==> src/rtl/tower_energy_latch.sv <==
module tower_energy_latch #(
  parameter int NPAIR = 3,
  parameter int EW    = 10,
  parameter int RW    = 8,
  parameter int FW    = 3,
  parameter int BUSW  = 32
) (
  input  logic                      clk,
  input  logic                      rst,
  input  logic                      run_en,
  input  logic [2*EW-1:0]           host_wdata,
  input  logic [NPAIR-1:0]          em_wr,
  input  logic [NPAIR-1:0]          had_wr,
  input  logic [2*NPAIR*EW-1:0]     live_em,
  input  logic [2*NPAIR*EW-1:0]     live_had,
  input  logic [2*NPAIR-1:0]        em_mask,
  input  logic [2*NPAIR-1:0]        had_mask,
  input  logic                      gran_sel,
  input  logic                      fld_sel,
  input  logic [2:0]                rd_sel,
  output logic [BUSW-1:0]           rd_data,
  output logic [2*NPAIR*RW-1:0]     em_e8,
  output logic [2*NPAIR*RW-1:0]     had_e8,
  output logic [2*NPAIR*FW-1:0]     had_fld
);
  localparam int NT = 2 * NPAIR;
  localparam int PW = 2 * EW;

  logic [NT*EW-1:0] em_q, had_q;

  always_ff @(posedge clk) begin
    if (rst) begin
      em_q  <= '0;
      had_q <= '0;
    end else if (run_en) begin
      em_q  <= live_em;
      had_q <= live_had;
    end else begin
      for (int p = 0; p < NPAIR; p++) begin
        if (em_wr[p])  em_q[p*PW +: PW]  <= host_wdata;
        if (had_wr[p]) had_q[p*PW +: PW] <= host_wdata;
      end
    end
  end

  for (genvar i = 0; i < NT; i++) begin : g_tow
    logic [EW-1:0] e, h;
    assign e = em_q[i*EW +: EW];
    assign h = had_q[i*EW +: EW];
    assign em_e8[i*RW +: RW]   = em_mask[i]  ? '0 : (gran_sel ? e[RW:1] : e[RW-1:0]);
    assign had_e8[i*RW +: RW]  = had_mask[i] ? '0 : (gran_sel ? h[RW:1] : h[RW-1:0]);
    assign had_fld[i*FW +: FW] = had_mask[i] ? '0 : (fld_sel ? h[FW:1] : h[FW-1:0]);
  end

  always_comb begin
    rd_data = '0;
    if (int'(rd_sel) < NPAIR)
      rd_data[PW-1:0] = em_q[int'(rd_sel)*PW +: PW];
    else if (int'(rd_sel) < 2*NPAIR)
      rd_data[PW-1:0] = had_q[(int'(rd_sel)-NPAIR)*PW +: PW];
  end

  p_reset_clear_r1: assert property (@(posedge clk)
    rst |=> (em_q == '0 && had_q == '0));

  p_run_capture_r4: assert property (@(posedge clk) disable iff (rst)
    run_en |=> (em_q == $past(live_em) && had_q == $past(live_had)));

  p_test_hold_r3: assert property (@(posedge clk) disable iff (rst)
    (!run_en && em_wr == '0 && had_wr == '0) |=> ($stable(em_q) && $stable(had_q)));

  for (genvar p = 0; p < NPAIR; p++) begin : g_chk
    p_em_write_r2: assert property (@(posedge clk) disable iff (rst)
      (!run_en && em_wr[p]) |=> em_q[p*PW +: PW] == $past(host_wdata));
    p_had_write_r2: assert property (@(posedge clk) disable iff (rst)
      (!run_en && had_wr[p]) |=> had_q[p*PW +: PW] == $past(host_wdata));
  end
endmodule

==> config.mk <==
export PLATFORM = sky130hd
export DESIGN_NAME = tower_energy_latch
export DESIGN_NICKNAME = d
export VERILOG_FILES = /design/src/rtl/tower_energy_latch.sv
export SDC_FILE = /design/constraint.sdc
export NUM_CORES = 1
export LEC_CHECK = 0
export CAP_MARGIN = 25
export CORE_ASPECT_RATIO = 0.6
export CORE_MARGIN = 1.5
export CORE_UTILIZATION = 44
export CTS_BUF_LIST = sky130_fd_sc_hd__clkbuf_16
export DETAILED_ROUTE_END_ITERATION = 8
export PLACE_DENSITY_LB_ADDON = 0.05
export SYNTH_ARGS = -nofsm -noshare
export SYNTH_HDL_FRONTEND = slang
export SYNTH_SLANG_ARGS = --single-unit
==> constraint.sdc <==
create_clock -name clk -period 5.5 [get_ports clk]
set_input_delay 1.375 -clock clk [delete_from_list [all_inputs] [get_ports clk]]
set_output_delay 1.375 -clock clk [all_outputs]
set_load 0.02 [all_outputs]
==> out/results.ini <==
[status]
status = complete, but fails checks
violations = negative setup slack

[critical_path]
slowest_delay_ps = 530
cp.buffers_inverters = 6
end_kind = primary output
crit_family = adder cells
crit_type = primary input to primary output
worstPathCellList = buf_8 -> ha_4 -> inv_4 -> ha_4 -> inv_4 -> ha_4 -> inv_4 -> fa_2 -> xnor2_4 -> clkbuf_16 -> or4_4 -> o311ai_4 -> a211oi_2 -> o32ai_2 -> buf_4
critPathMaxFanout = 5
crit_path_top_delay_cell = or4_4
r2r_setup_slack_ps = 4240
r2r-start = had_q[0]
cp.arrival_ps = 4190
cp-start-kind = primary input
startpoint = rd_sel[1]
cp.required_ps = 4120

[detailed_routing]
ant_nets = 0
post_drt_wl_per_cell_um = 25.5
drc = 0
vias = 11900
drt-initial-drc-count = 1571
routed_wl_um = 50600
first_pass_iters = 8
drt-vias-per-instance = 6.02

[global_route]
antenna_found_initial = 0
grt_pass1_wl_um = 72000
grt_overflow_total = 0
grt_pass1_vias = 10700
track_usage_pct = 40.6
grt_start_max_net_pins = 133

[pwr]
powerDensity_nw_per_um2 = 248
p_leak_uw = 0.00650
vdd_drop_max_mv = 0.215

[timing]
slew_headroom_pct = 28.6
finalHoldViolations = 0
clock_skew_ps = 0
tns_ps = -128
setup_violations = 4
finalMaxSlewViolations = 0
fin_crit_ps = 5560
worst_pin_slew_ps = 1070
layout_setup_ws_ps = -62.5
rsz0062_at_grt = true
max_freq_mhz = 180
finalCritPeriodShare_pct = 101

[final_layout]
nNetsFinal = 1828
drive_above_1_share_pct = 16.9
syn2layout_area_growth_pct = 46.3
n_antenna_cell = 0

[floorplan]
start_util_pct = 44.7
io_pins = 312
row_count = 43
die_w_um = 200
die_h_um = 121
dieArea_um2 = 24300
core_um2 = 23000

[clocking]
cts_max_level = 4
ctsHoldBuffers = 0
cts_root_buf = clkbuf_16
clk_path_buf_depth = 2
cts.sinks = 120
clkTransAtPathRegs_ps = 60
cts_tree = built
clock_latency_ps = 430
numCtsBuffers = 17

[synth]
yosys_warnings = 0
synth_seq_area_share_pct = 23.4
syn_inst = 1328
synth_edf_count = 0
netlist_area_um2 = 10300
yosys_register_bits = 120
synthFlopType = dfxtp_1
synth_cell_types = 68
avgSynthCellArea_um2 = 7.75
synthArstFlopShare_pct = 0

[place]
dp_hpwl_um = 38300
place_ws_ps = -1020
gp_congestion = 1.08
port_buffers = 299

[flow_run]
drv_cap = 0

[worst_hold_path]
hold_path_class = register to register
hp-start = em_q[19]

==> timing repair <==
| action | in CTS | in global routing |
|---|---|---|
| gates cloned | 1 | 0 |
| buffers inserted | 4 | 2 |
| pin swaps | 15 | 15 |
| resized for setup | 107 | 40 |
| setup endpoints to repair | 20 | 20 |
==> metrics by stage <==
stage / cell area, um^2 / total power [uW] / instances / utilization, % / hold WS [ps]
finish: 15100 / 3730 / 1983 / 65.4 / 629
global route: 15100 / 3840 / 1983 / 65.4 / 698
global placement: 14100 / 2500 / 1944 / 61.4 / 590
floorplan: 10500 / 1800 / 1339 / - / 573
CTS: 15000 / 3660 / 1981 / 64.9 / 626
detailed placement: 14100 / 2490 / 1944 / 61.4 / 605
==> cell usage after synthesis, types with 3 or more instances <==
cell      number  area, um^2
o21ai_1        6        30.0
a32oi_1        4        35.0
mux2_1         4        45.0
a22oi_1        4        30.0
nand2b_1       4        25.0
o2111a_1       3        33.8
nand2_1       32         120
buf_6          7        78.8
o32ai_1        5        43.8
buf_2         28         140
inv_2          3        11.3
mux2_2        14         158
o311a_1        3        30.0
buf_1          7        26.3
nor2_1       390        1460
o32ai_2        3        48.8
mux2i_1      298        2980
o21ai_0       18        90.1
nor4_1         3        18.8
a211oi_1       4        30.0
ha_1           6        75.1
nor3_1        14        70.1
inv_1          9        33.8
a21oi_1      152         761
o311ai_1       3        26.3
nor2b_1        5        31.3
nand3_1       10        50.1
mux4_2        18         405
dfxtp_1      120        2400
buf_4         17         128
o22ai_1       10        62.6
o31ai_1        4        30.0
clkbuf_1      71         267
o221ai_1       3        26.3
buf_8          3        45.0
==> routing by layer <==
| layer | up-vias | share of wire [%] | GRT usage, % |
|---|---|---|---|
| met1 | 5752 | 44 | 59.5 |
| li1 | 5322 | - | - |
| met2 | 795 | 40 | 56.4 |
| met4 | 0 | 2.1 | 10.4 |
| met3 | 67 | 14 | 12.9 |
| met5 | - | 0 | 0 |
==> worst paths after layout <==
path / to / depth (start not counted)
max: rd_data[17] / 15
min: em_q[19] / 4
max reg2reg: had_q[0] / 4
min reg2reg: em_q[19] / 4
==> area by class of cell <==
class / count / area [um^2]
Tap cell: 315 / 394
Inverter: 12 / 52.6
Fill cell: 1997 / 7970
Sequential cell: 120 / 2400
Clock buffer: 17 / 425
Timing Repair Buffer: 431 / 4090
Clock inverter: 15 / 154
Multi-Input combinational cell: 1073 / 7540
==> layout by cell type (no fill, tap or decap), drive strengths merged, types with 3 or more instances in the layout <==
cell type	count
o2111a	3
o21ai	24
nand2	33
o32ai	8
dfxtp	120
inv	22
o22ai	11
dlygate4sd2	3
mux2	19
a22oi	5
nor4	4
a32oi	4
a21oi	152
o211ai	3
mux2i	298
mux4	19
conb	12
o221ai	3
nor2	392
a211oi	4
o31ai	4
o311a	3
nand2b	4
o311ai	3
nor2b	5
ha	6
buf	148
clkdlybuf4s50	273
nor3	14
nand3	10
clkbuf	24
==> worst min-delay path: cells and delay by family (launching register included) <==
kind | cells | cell delay, ps
AOI/OAI and AO/OA | 1 | 50
and+or+nand+nor | 2 | 160
DFF | 1 | 330
muxes | 1 | 60
==> cells by family (layout without fill, tap and decap cells) <==
kind of cell	count (synthesis)	after routing	synth area share, %
muxes	336	336	35.3
other	1	12	0.0365
xor gates and xnor gates	2	2	0.243
and+or+nand+nor	467	467	18.0
adders and majority gates	7	7	0.924
buffers and inverters	146	475	7.29
DFF	120	120	23.4
AOI/OAI and AO/OA	249	249	14.9
==> flip-flops by register name, summed over array words and instances, names as in the netlist <==
name   flops
em_q      60
had_q     60
==> report_power, final <==
group          total [uW]  leakage (uW)  switching [uW]  internal [uW]
registers            1040      0.000994             114            928
clock network        1130      0.000282             488            639
logic                1560       0.00523             839            722
(Power assumes the default switching activity.)
